File: config.mk
export PLATFORM = sky130hd
export DESIGN_NAME = sertx_port
export DESIGN_NICKNAME = d
export VERILOG_FILES = /design/src/rtl/sertx_pkg.sv /design/src/rtl/sertx_clkgen.sv /design/src/rtl/sertx_holdbuf.sv /design/src/rtl/sertx_shifter.sv /design/src/rtl/sertx_port.sv
export SDC_FILE = /design/constraint.sdc
export NUM_CORES = 1
export LEC_CHECK = 0
export ABC_AREA = 1
export BUFFER_PORTS_ARGS = -buffer_cell sky130_fd_sc_hd__buf_2
export CAP_MARGIN = 20
export CORE_AREA = 10 10 137 139
export CTS_CLUSTER_SIZE = 40
export DETAILED_ROUTE_END_ITERATION = 7
export DIE_AREA = 0 0 147 149
export PLACE_DENSITY_LB_ADDON = 0.2
export SYNTH_ARGS = -nofsm -noshare
export SYNTH_HDL_FRONTEND = slang
export SYNTH_HIERARCHICAL = 1
export SYNTH_SLANG_ARGS = --single-unit
File: constraint.sdc
create_clock -name clk -period 5 [get_ports clk]
set_input_delay 0 -clock clk [delete_from_list [all_inputs] [get_ports clk]]
set_output_delay 0 -clock clk [all_outputs]
set_load 0.005 [all_outputs]
File: src/rtl/sertx_pkg.sv
package sertx_pkg;

   typedef enum logic [2:0] {
      WL_8  = 3'd0,
      WL_12 = 3'd1,
      WL_16 = 3'd2,
      WL_20 = 3'd3,
      WL_24 = 3'd4,
      WL_32 = 3'd5
   } wlen_e;

   localparam int MAX_FRAME_BITS = 32;

   function automatic logic [5:0] frame_bits(input logic [2:0] code);
      logic [5:0] n;
      case (wlen_e'(code))
         WL_12:   n = 6'd12;
         WL_16:   n = 6'd16;
         WL_20:   n = 6'd20;
         WL_24:   n = 6'd24;
         WL_32:   n = 6'd32;
         default: n = 6'd8;
      endcase
      return n;
   endfunction

endpackage

File: src/rtl/sertx_clkgen.sv
module sertx_clkgen #(
   parameter int DIV_W       = 8,
   parameter int SYNC_STAGES = 2
) (
   input  logic             clk,
   input  logic             rst,
   input  logic             en_i,
   input  logic             ext_sel_i,
   input  logic             clk_pol_i,
   input  logic             ext_clk_i,
   input  logic [DIV_W-1:0] div_i,
   output logic             tick_o
);

   logic [DIV_W-1:0] cnt_q;
   logic             int_tick;
   logic             ext_tick;
   logic             ext_lvl;
   logic             ext_prev_q;

   // internal divider: one strobe every div_i + 1 cycles
   always_comb int_tick = en_i && !ext_sel_i && (cnt_q >= div_i);

   always_ff @(posedge clk) begin
      if (rst || !en_i || ext_sel_i)
         cnt_q <= '0;
      else if (cnt_q >= div_i)
         cnt_q <= '0;
      else
         cnt_q <= cnt_q + 1'b1;
   end

   // external clock: optional synchroniser chain
   generate
      if (SYNC_STAGES > 0) begin : g_sync
         logic [SYNC_STAGES-1:0] sync_q;
         always_ff @(posedge clk) begin
            if (rst)
               sync_q <= '0;
            else
               sync_q <= (sync_q << 1) | SYNC_STAGES'(ext_clk_i);
         end
         assign ext_lvl = sync_q[SYNC_STAGES-1];
      end else begin : g_raw
         assign ext_lvl = ext_clk_i;
      end
   endgenerate

   always_ff @(posedge clk) begin
      if (rst)
         ext_prev_q <= 1'b0;
      else
         ext_prev_q <= ext_lvl;
   end

   always_comb begin
      if (clk_pol_i)
         ext_tick = en_i && ext_sel_i && ext_prev_q && !ext_lvl;
      else
         ext_tick = en_i && ext_sel_i && !ext_prev_q && ext_lvl;
   end

   assign tick_o = int_tick || ext_tick;

endmodule

File: src/rtl/sertx_holdbuf.sv
module sertx_holdbuf #(
   parameter int DATA_W = 32
) (
   input  logic              clk,
   input  logic              rst,
   input  logic              wr_en_i,
   input  logic [DATA_W-1:0] wr_data_i,
   input  logic              take_i,
   output logic              full_o,
   output logic [DATA_W-1:0] word_o,
   output logic              overflow_o
);

   logic              full_q;
   logic [DATA_W-1:0] word_q;
   logic              ovf_q;

   always_ff @(posedge clk) begin
      if (rst) begin
         full_q <= 1'b0;
         word_q <= '0;
         ovf_q  <= 1'b0;
      end else begin
         if (wr_en_i && !full_q) begin
            full_q <= 1'b1;
            word_q <= wr_data_i;
         end else if (take_i) begin
            full_q <= 1'b0;
         end
         if (wr_en_i && full_q)
            ovf_q <= 1'b1;
      end
   end

   assign full_o     = full_q;
   assign word_o     = word_q;
   assign overflow_o = ovf_q;

endmodule

File: src/rtl/sertx_shifter.sv
module sertx_shifter
   import sertx_pkg::*;
#(
   parameter int DATA_W = 32
) (
   input  logic              clk,
   input  logic              rst,
   input  logic              tick_i,
   input  logic              hold_full_i,
   input  logic [DATA_W-1:0] hold_word_i,
   input  logic [2:0]        wlen_i,
   input  logic              lsb_first_i,
   output logic              take_o,
   output logic              data_o,
   output logic              fs_o,
   output logic              strobe_o,
   output logic              underflow_o
);

   localparam int LEN_W = $clog2(DATA_W + 1);

   logic [DATA_W-1:0] sh_q;
   logic [LEN_W-1:0]  rem_q;
   logic [LEN_W-1:0]  len_q;
   logic              lsb_q;
   logic              prim_q;
   logic              last_q;
   logic              data_q;
   logic              fs_q;
   logic              strobe_q;
   logic              unf_q;

   logic [LEN_W-1:0]  len_new;
   logic              lsb_new;
   logic [LEN_W-1:0]  rem_after;
   logic              sending;
   logic              out_bit;
   logic [DATA_W-1:0] aligned;

   always_comb begin
      len_new = LEN_W'(frame_bits(wlen_i));
      lsb_new = lsb_first_i && (len_new == LEN_W'(8));
      sending = prim_q || (rem_q != '0);
      if (prim_q)
         rem_after = len_q - 1'b1;
      else if (rem_q != '0)
         rem_after = rem_q - 1'b1;
      else
         rem_after = '0;
      take_o  = tick_i && hold_full_i && (rem_after == '0);
      out_bit = lsb_q ? sh_q[0] : sh_q[DATA_W-1];
      // MSB-first frames are left-justified so the top bit leaves first
      if (lsb_new)
         aligned = hold_word_i;
      else
         aligned = hold_word_i << (DATA_W - int'(len_new));
   end

   always_ff @(posedge clk) begin
      if (rst) begin
         sh_q     <= '0;
         rem_q    <= '0;
         len_q    <= '0;
         lsb_q    <= 1'b0;
         prim_q   <= 1'b0;
         last_q   <= 1'b0;
         data_q   <= 1'b0;
         fs_q     <= 1'b0;
         strobe_q <= 1'b0;
         unf_q    <= 1'b0;
      end else begin
         strobe_q <= tick_i;
         if (tick_i) begin
            data_q <= sending ? out_bit : 1'b0;
            rem_q  <= rem_after;
            last_q <= sending && (rem_after == '0);
            prim_q <= 1'b0;
            fs_q   <= 1'b0;
            sh_q   <= lsb_q ? (sh_q >> 1) : (sh_q << 1);
            if (last_q && !prim_q)
               unf_q <= 1'b1;
            if (take_o) begin
               sh_q   <= aligned;
               len_q  <= len_new;
               lsb_q  <= lsb_new;
               prim_q <= 1'b1;
               fs_q   <= 1'b1;
            end
         end
      end
   end

   assign data_o      = data_q;
   assign fs_o        = fs_q;
   assign strobe_o    = strobe_q;
   assign underflow_o = unf_q;

endmodule

File: src/rtl/sertx_port.sv
module sertx_port
   import sertx_pkg::*;
#(
   parameter int DATA_W      = 32,
   parameter int DIV_W       = 8,
   parameter int SYNC_STAGES = 2
) (
   input  logic              clk,
   input  logic              rst,
   input  logic              cfg_en,
   input  logic              cfg_ext_sel,
   input  logic [DIV_W-1:0]  cfg_div,
   input  logic [2:0]        cfg_wlen,
   input  logic              cfg_lsb_first,
   input  logic              cfg_clk_pol,
   input  logic              cfg_fs_pol,
   input  logic              ext_sclk_i,
   input  logic              wr_en,
   input  logic [DATA_W-1:0] wr_data,
   output logic              wr_ready,
   output logic              tx_data_o,
   output logic              tx_fs_o,
   output logic              tx_sclk_o,
   output logic              underflow_o,
   output logic              overflow_o
);

   generate
      if (DATA_W < MAX_FRAME_BITS) begin : g_bad_width
         $error("sertx_port: DATA_W must cover the longest frame");
      end
      if (DIV_W < 1) begin : g_bad_div
         $error("sertx_port: DIV_W must be at least 1");
      end
      if (SYNC_STAGES < 0) begin : g_bad_sync
         $error("sertx_port: SYNC_STAGES must not be negative");
      end
   endgenerate

   logic              shift_tick;
   logic              take;
   logic              hold_full;
   logic [DATA_W-1:0] hold_word;
   logic              fs_act;
   logic              strobe;

   sertx_clkgen #(
      .DIV_W       (DIV_W),
      .SYNC_STAGES (SYNC_STAGES)
   ) u_clkgen (
      .clk       (clk),
      .rst       (rst),
      .en_i      (cfg_en),
      .ext_sel_i (cfg_ext_sel),
      .clk_pol_i (cfg_clk_pol),
      .ext_clk_i (ext_sclk_i),
      .div_i     (cfg_div),
      .tick_o    (shift_tick)
   );

   sertx_holdbuf #(
      .DATA_W (DATA_W)
   ) u_hold (
      .clk        (clk),
      .rst        (rst),
      .wr_en_i    (wr_en),
      .wr_data_i  (wr_data),
      .take_i     (take),
      .full_o     (hold_full),
      .word_o     (hold_word),
      .overflow_o (overflow_o)
   );

   sertx_shifter #(
      .DATA_W (DATA_W)
   ) u_shift (
      .clk         (clk),
      .rst         (rst),
      .tick_i      (shift_tick),
      .hold_full_i (hold_full),
      .hold_word_i (hold_word),
      .wlen_i      (cfg_wlen),
      .lsb_first_i (cfg_lsb_first),
      .take_o      (take),
      .data_o      (tx_data_o),
      .fs_o        (fs_act),
      .strobe_o    (strobe),
      .underflow_o (underflow_o)
   );

   assign wr_ready  = !hold_full;
   assign tx_fs_o   = fs_act ^ cfg_fs_pol;
   assign tx_sclk_o = strobe ^ cfg_clk_pol;

endmodule

==> flow_results.org, run 1 <==
** Run status
- The flow ran to the end, and the final reports show no timing, DRC or antenna violations.

** Placement
- Timing analysis after detailed placement gives a worst setup slack of between 1500 and 2000 ps.
- The HPWL after detailed placement is 12800 microns.
- Gp weighted congestion :: roughly 0.90
- Port Buffers :: 57
- Counting tap cells, the placed design contains a total of ~1300 instances.

** Power and ir drop
- Leak :: roughly 3.4 nW
- The internal power of the cells totals approximately 1.4 mW.
- Of the total power, the share spent switching nets is 0.296.
- Seq pwr share :: 0.414
- Portion of total power attributed to the clock network :: 0.387
- Overall power consumption after layout is estimated at between 1.5 and 2 mW.
- Of the total power, combinational logic draws 0.198.
- IR analysis of the VDD net gives a maximum drop of a little over 200 uV.
- Total power per unit cell area :: 266 mW/mm^2
- Switching power total :: approximately 0.57 mW

** Timing
- The worst pin sits at a relative slew slack of 0.334.
- Across all setup checks in the final design, the least slack found is between 1500 and 2000 ps.
- Derived from the worst setup path, the maximum achievable clock frequency is around 0.3 GHz.
- Setup violations remaining at the end of the flow were counted as 0.
- Number of hold violations in the final report :: 0
- Final worst-path cycle share :: 0.680
- Final Max Slew Viols :: 0
- Worst slew pin tran :: between 900 and 1000 ps
- On the final layout, the worst clock skew is approximately 8.1 ps.
- Setup TNS :: 0 ps
- Shortest period the worst path allows :: approximately 3400 ps
- Setup repair after global routing left no endpoint under its margin.

** Yosys
- The biggest area contributor in the post-synthesis netlist is dfxtp_1.
- The portion of synthesized area spent on multiplexers is 0.0245.
- Top-count cell post-synth :: nand2_1
- Main combinational cell family by area after synthesis :: simple AND/OR/NAND/NOR gates
- In this run, distinct cell masters in the synthesized netlist total 39.
- In the synthesized netlist, the number of instances is between 1000 and 1500.
- Fraction of the mapped netlist area in adder cells :: 0.0276
- The most used flip-flop cell after synthesis is dfxtp_1.
- Leading post-synthesis cells by cell area :: dfxtp_1, nand2_1, nand3_1
- Synthesized-area fraction occupied by ao, oa, aoi and oai cells :: 0.139
- Yosys mapped a number of flops with a built-in enable equal to 0.
- List of most frequent post-synthesis cells :: nand2_1, nor2_1, inv_1
- Area share of xor/xnor cells in the synthesized design :: 0.00829
- Total of warnings raised by yosys :: 6
- Post-synth top area share :: 0.294
- Number of register bits inferred by synthesis :: just over 90
- The number of nets in the synthesized netlist is about 1100.
- Async SR Flop Fraction :: 0
- For this run, the register share of the synthesized area comes to 0.294.
- Mean instance size in the synthesized netlist :: ~6.1 sq um
- Of the total synthesized cell area, the portion taken by AND, OR, NAND and NOR gates is 0.376.
- In this run the cell area of the synthesized design comes to 0.00634 sq mm.

** Setup path
- Arrival time of data at the critical path endpoint :: 3700 ps
- Counting both buffers and inverters, the worst setup path holds a total of 5.
- Endpoint type of the worst setup path :: register
- Of all nets on the critical path, the largest fanout is 46.
- Nature of the critical path startpoint :: register
- Critical path type :: register to register
- Critical Path Stages :: 19
- Worst flop-to-flop path endpoint :: u_shift/sh_q[14]
- The number of cells on the worst reg-to-reg path is 19.
- The startpoint identified for the worst register-to-register timing path is u_clkgen/cnt_q[0].
- For the worst setup path, the data required time is 5300 ps.
- Worst reg-to-reg setup slack :: around 1600 ps
- Most frequent cell on the critical path :: nand2_1
- The slowest stage of the critical path is the nand3_4 cell.
- Crit path largest cell delay :: 490 ps
- Ordered cell list for the critical path :: inv_1 -> ha_1 -> nand2_1 -> nor2_1 -> nor2_1 -> nand2_1 -> nand2_2 -> nand2_1 -> nand2_1 -> nand2_1 -> buf_4 -> nand2_1 -> inv_1 -> nand3_4 -> clkinv_2 -> nand4_1 -> nand3_1 -> nand2_1 -> inv_1
- Family of cells with the greatest summed delay on the critical path :: simple AND/OR/NAND/NOR gates

** Global route
- Entering global routing, the biggest net connects 51 pins.
- The number of global-route vias before repair was between 5000 and 6000.
- The first global-routing pass estimated between 20000 and 30000 microns of wire.
- Global routing finished with a remaining overflow of 0.
- The initial antenna violation count was 0.
- Total routing resource utilization after global routing :: 0.164

** Cells and area
- The multi-input combinational cells in the finished layout cover a total of between 0.003 and 0.004 sq mm.
- In the final design database the tool counted between 1000 and 1500 nets.
- FF+latch area :: approximately 0.0019 sq mm
- The number of antenna diodes in the final layout is 0.
- In the final layout, the share of cells above drive strength 1 is 0.120.
- Measured on the finished design, the core utilization comes to 0.451.
- Relative to the synthesized area, the layout overhead comes to 15.1%.
- Fill cells in the final layout number 1736.
- Post-route non-filler standard cell count :: around 1300

** Drt
- In the final routed layout, each cell accounts on average for about 14 microns.
- After detailed routing, the total wire length is about 18000 microns.
- The detailed router finished its first iteration with between 500 and 600 violations.
- Pre-Repair DR Iteration Count :: 5
- Average vias per placed instance :: slightly below 5
- The detail route stage leaves a number of antenna-violating nets equal to 0.
- DR vias :: between 6000 and 7000
- For this run, design rule violations remaining after detail routing come to 0.

** CTS
- The longest clock path from root to sink contains 2 buffers.
- Root buffer cell :: clkbuf_16
- Clock transition at the register clock pins on the worst setup and hold paths after CTS :: around 70 ps
- Hold repair after CTS inserted 33 buffers.
- Post_cts resized :: 0
- Post-CTS timing repair inserted 0 buffers for setup.
- Clk Latency, worst-skew pair :: around 350 ps
- TritonCTS built the clock tree.
- The tree built by TritonCTS fans out to 93 sinks.
- TritonCTS created 9 clock buffers.
- The H-tree generated during clock tree synthesis spans 3 levels.

** Min path
- The path with the worst hold slack has its endpoint at u_clkgen/cnt_q[5].
- Number of cells on the worst hold path :: 4
- In this run the most critical hold path is launched from cfg_ext_sel.
- HP Class :: input port to register

** Run
- The tool flagged a number of max-cap violations equal to 0.

** Floorplanning
- The die is 147 microns wide.
- Placement Rows :: 47
- Die Area :: approximately 0.022 sq mm
- Die extent in y :: around 150 microns
- The core region is roughly 0.016 sq mm.
- Initial Utilization :: 0.392
- Number of I/O pins :: between 50 and 60
tightest hold or removal path: stages:
cell	delay, ps
buf_2	100
nor3_1	60
nand3_2	160
nor2_2	40
power by group through the flow:
stage          sequential (mW)  combinational (mW)  clock (mW)
2_1_floorplan            0.807               0.279           0
3_3_place_gp             0.821               0.360           0
3_5_place_dp             0.822               0.360           0
4_1_cts                  0.805               0.381       0.777
5_1_grt                  0.808               0.435       0.804
6_report                 0.805               0.385       0.752
cells by family (layout without fill, tap and decap cells):
family / count (synthesis) / in the layout
buffers and inverters: 194 / 249
multiplexers: 14 / 14
XOR/XNOR: 6 / 6
AO/OA/AOI/OAI: 167 / 167
AND/OR/NAND/NOR: 544 / 544
flip-flops: 93 / 93
adder cells (fa/ha/maj): 14 / 14
placed cells by master, fill, tap and decap left out, types with 2 or more instances in the layout:
cell type,count
nand3b_1,2
nand2_2,9
mux2_2,12
nor2_2,7
dfxtp_1,93
dlygate4sd3_1,33
mux2i_1,2
buf_4,6
inv_2,8
a21oi_2,2
nand4_1,15
ha_1,14
clkinv_1,2
xnor2_1,2
clkbuf_16,9
bufinv_16,2
nand2_1,238
nor2_4,6
a21oi_1,66
nand3_1,120
o211ai_1,9
o21ai_0,81
clkbuf_8,2
nand3_2,6
xor2_1,4
buf_2,57
o21ai_1,3
nor2_1,137
inv_1,127
worst max-delay path by stage:
stage,from,endpoint
3_3_place_gp,cfg_wlen[2],u_shift/sh_q[10]
6_report,u_clkgen/cnt_q[0],u_shift/sh_q[14]
2_1_floorplan,u_clkgen/cnt_q[0],u_shift/sh_q[25]
5_1_grt,u_clkgen/cnt_q[0],u_shift/sh_q[14]
3_5_place_dp,cfg_wlen[2],u_shift/sh_q[10]
4_1_cts,u_clkgen/cnt_q[0],u_shift/sh_q[14]
area by class of cell:
class | count | share of cell area
Multi-Input combinational cell | 745 | 0.501
Sequential cell | 93 | 0.255
Timing Repair Buffer | 96 | 0.0906
Inverter | 138 | 0.0712
Tap cell | 220 | 0.0377
Clock buffer | 12 | 0.0352
Clock inverter | 3 | 0.00944
per-stage QoR:
stage	area, sq um	hold WS (ps)
6_report	7290	42.2
2_1_floorplan	6340	69.1
5_1_grt	7290	70.0
3_3_place_gp	6640	213
4_1_cts	7290	32.7
3_5_place_dp	6640	216
registers in the layout, indices dropped and copies added (netlist names):
name	flops
u_hold/word_o	32
u_shift/sh_q	32
u_clkgen/cnt_q	8
u_shift/rem_q	6
u_shift/len_q	4
u_clkgen/g_sync.sync_q	2
u_clkgen/ext_prev_q	1
u_hold/full_o	1
u_hold/overflow_o	1
u_shift/data_o	1
u_shift/fs_o	1
u_shift/last_q	1
u_shift/lsb_q	1
u_shift/strobe_o	1
u_shift/underflow_o	1
layer usage:
layer | vias up | wire, microns | part of all wire | GRT usage
met5 | - | 0 | 0 | 0
met3 | 21 | 942 | 0.052 | 0.0288
met1 | 2861 | 8610 | 0.48 | 0.216
met2 | 189 | 8230 | 0.46 | 0.266
met4 | 0 | 301 | 0.017 | 0.0530
li1 | 3401 | - | - | -
(Power assumes the default switching activity.)
==> inputs of run 2 (changes only) <==
clock period = 3.2 ns   (was 5 ns; I/O delays follow)
==> run 2 against run 1 <==
Wire length grew 4.0%. Core utilization grew 0.19 points. Cell area is 0.43% higher. Non-clock buffer count increased by 6. Via count rose by 1.7%. Fmax grew 31%. Total power rose by 54%. Critical path type unchanged. Largest power group unchanged.
==> flow_results.org, run 2 (synthesis results as in run 1) <==
** Run status
- The flow ran to the end, and the final reports show no timing, DRC or antenna violations.

** Timing
- FMAX :: 0.387 GHz
- Hold slack :: 57.0 ps
- Of the available clock period, the critical path in the final layout requires 0.808.
- Shortest period the worst path allows :: approximately 2600 ps
- The worst pin sits at a relative slew slack of 0.312.
- Setup repair after global routing left no endpoint under its margin.
- Final Max Slew Viols :: 0
- Setup total negative slack on the finished layout was measured at 0 ps.
- Clock skew on the completed layout was measured at between 6 and 7 ps.
- The final number of hold-violating endpoints came to 0.
- After layout, the worst setup slack is 616 ps.
- Setup violations remaining at the end of the flow were counted as 0.
- At the pin with the least slew margin, the transition time is just over 1000 ps.

** Setup path
- STA classifies the critical path startpoint as a register.
- Along the worst path, the maximum fanout reaches 24.
- The worst setup path is of the register to register kind.
- Data required time at the worst endpoint :: between 3000 and 4000 ps
- Data on the critical path arrives at its endpoint at 2840 ps.
- Endpoint type of the worst setup path :: register

** Global route
- In the global route stage, overall resource usage came out at 0.169.
- The initial antenna violation count is 0.
- Entering global routing, the biggest net connects 52 pins.
- Congestion Overflow GR :: 0
- The first global-routing pass estimated between 30000 and 40000 microns of wire.
- Vias in the first global route :: approximately 6100

** Cells and area
- Antenna Cells :: 0
- Number of nets in the layout :: about 1200
- Area delta synth->final :: 15.6%
- In the layout the commonest cells are nand2_1, nor2_1, inv_1, nand3_1, dfxtp_1.
- Fraction of final layout cells with drive strength greater than 1 :: 0.125
- Post-layout utilization of the core :: 0.453
- The library cell used most frequently in the layout, excluding fill and tap cells, is nand2_1.

** Floorplanning
- Placement Rows :: 47
- The floorplan step set the die width to 147 microns.
- Core footprint :: 0.0162 sq mm
- For this configuration, the core starts out at a cell density of 0.392.
- Number of I/O pins :: 58
- Die extent in y :: 149 microns
- Die Area :: ~0.022 sq mm

** Drt
- In the final routed layout, each cell accounts on average for 14.3 microns.
- Number of nets still failing antenna checks after routing :: 0
- Average vias per placed instance :: between 5 and 6
- The detailed router placed approximately 6600 vias in this run.
- After the first detailed-routing iteration, the DRC count stood at 642.
- For this run, design rule violations remaining after detail routing come to 0.
- Final Routed Wirelength :: around 19000 microns
- Before antenna repair, the detailed router went through 5 iterations.

** CTS
- The tree is rooted in a clkbuf_16.
- Num Clock Sinks :: between 90 and 100
- Counting along the longest clock path gives a buffer depth of 2.
- TritonCTS built the clock tree.
- For the worst-skew pair, the clock arrives at the later sink with an insertion delay of about 350 ps.
- In this run the number of H-tree levels came out at 3.
- After clock tree synthesis, the clock-pin slew on the worst setup and hold paths is approximately 70 ps.
- Post_cts resized :: 0
- TritonCTS created 9 clock buffers.

** Min path
- HP Class :: input port to register

** Power and ir drop
- The analysis attributes to cell leakage a power of roughly 3.4 nW.
- VDD sags by at most 246 uV.
- Total power per unit cell area :: 409 mW/mm^2
- Power consumption :: 2.99 mW

** Placement
- The congestion estimate from routability-driven global placement came to 0.910.
- Before CTS, the worst setup slack after placement is approximately 640 ps.
- Once detailed placement completed, the half-perimeter wirelength came to 13300 microns.
- Port Buffers :: 57

** Run
- Max-cap violations in this run came to 0.
## run 2: changes by cell type in the layout (fill, tap and decap cells not counted)
cell,change
clkinvlp_4,+1
buf_12,+1
clkinv_2,+1
clkbuf_1,-1
clkbuf_8,-1
buf_4,+5
inv_6,+1
bufinv_16,-1
## run 2: path summary, 6_finish.rpt
| check | start | to | slack, ps | depth (start not counted) |
|---|---|---|---|---|
| min | cfg_ext_sel | u_clkgen/cnt_q[5] | 60 | 4 |
| max reg2reg | u_clkgen/cnt_q[0] | u_shift/sh_q[10] | 620 | 18 |
| min reg2reg | u_clkgen/g_sync.sync_q[0] | u_clkgen/g_sync.sync_q[1] | 410 | 2 |
| max | u_clkgen/cnt_q[0] | u_shift/sh_q[10] | 620 | 18 |
## run 2: stage by stage
stage / cells / area [sq um]
floorplan: 1032 / 6340
finish: 1313 / 7320
detailed placement: 1265 / 6700
CTS: 1313 / 7320
global placement: 1265 / 6700
global route: 1313 / 7320
## run 2: critical path: stages (launching register included)
cell,delay (ps)
dfxtp_1,390
inv_1,60
ha_1,270
nand2_1,40
nor2_1,80
nor2_1,40
nand2_1,70
nand2_2,60
nand2_1,60
nand2_1,40
nand2_1,100
nand2_1,60
inv_1,200
nand3_4,290
buf_4,330
a21oi_2,190
nand3_1,80
nand2_1,70
inv_1,30
## run 2: per-layer routing
layer  vias up  part of all wire  GRT usage  wire [microns]
met5         -                 0          0               0
met4         0             0.015     0.0456             275
met3        22             0.062     0.0303            1160
met2       206              0.45      0.273            8370
met1      2945              0.48      0.228            8990
li1       3410                 -          -               -
## run 2: timing repair
action	4_1_cts	5_1_grt
hold buffers	33	0
setup buffers	0	0
endpoints found under the hold margin	33	0
## run 2: final cells by class
type,instances,area [sq um]
well taps,220,275
repair buffers,102,718
inverters,138,519
clock inverters,5,60.1
fillers,1735,8850
clock buffers,10,239
flip-flops and latches,93,1860
multi-input cells,745,3650
## run 2: where the power goes
part	internal, mW	switching [mW]	total [mW]	leakage (nW)
registers	1.21	0.0528	1.26	0.759
logic	0.216	0.411	0.627	2.48
clock network	0.626	0.483	1.11	0.145
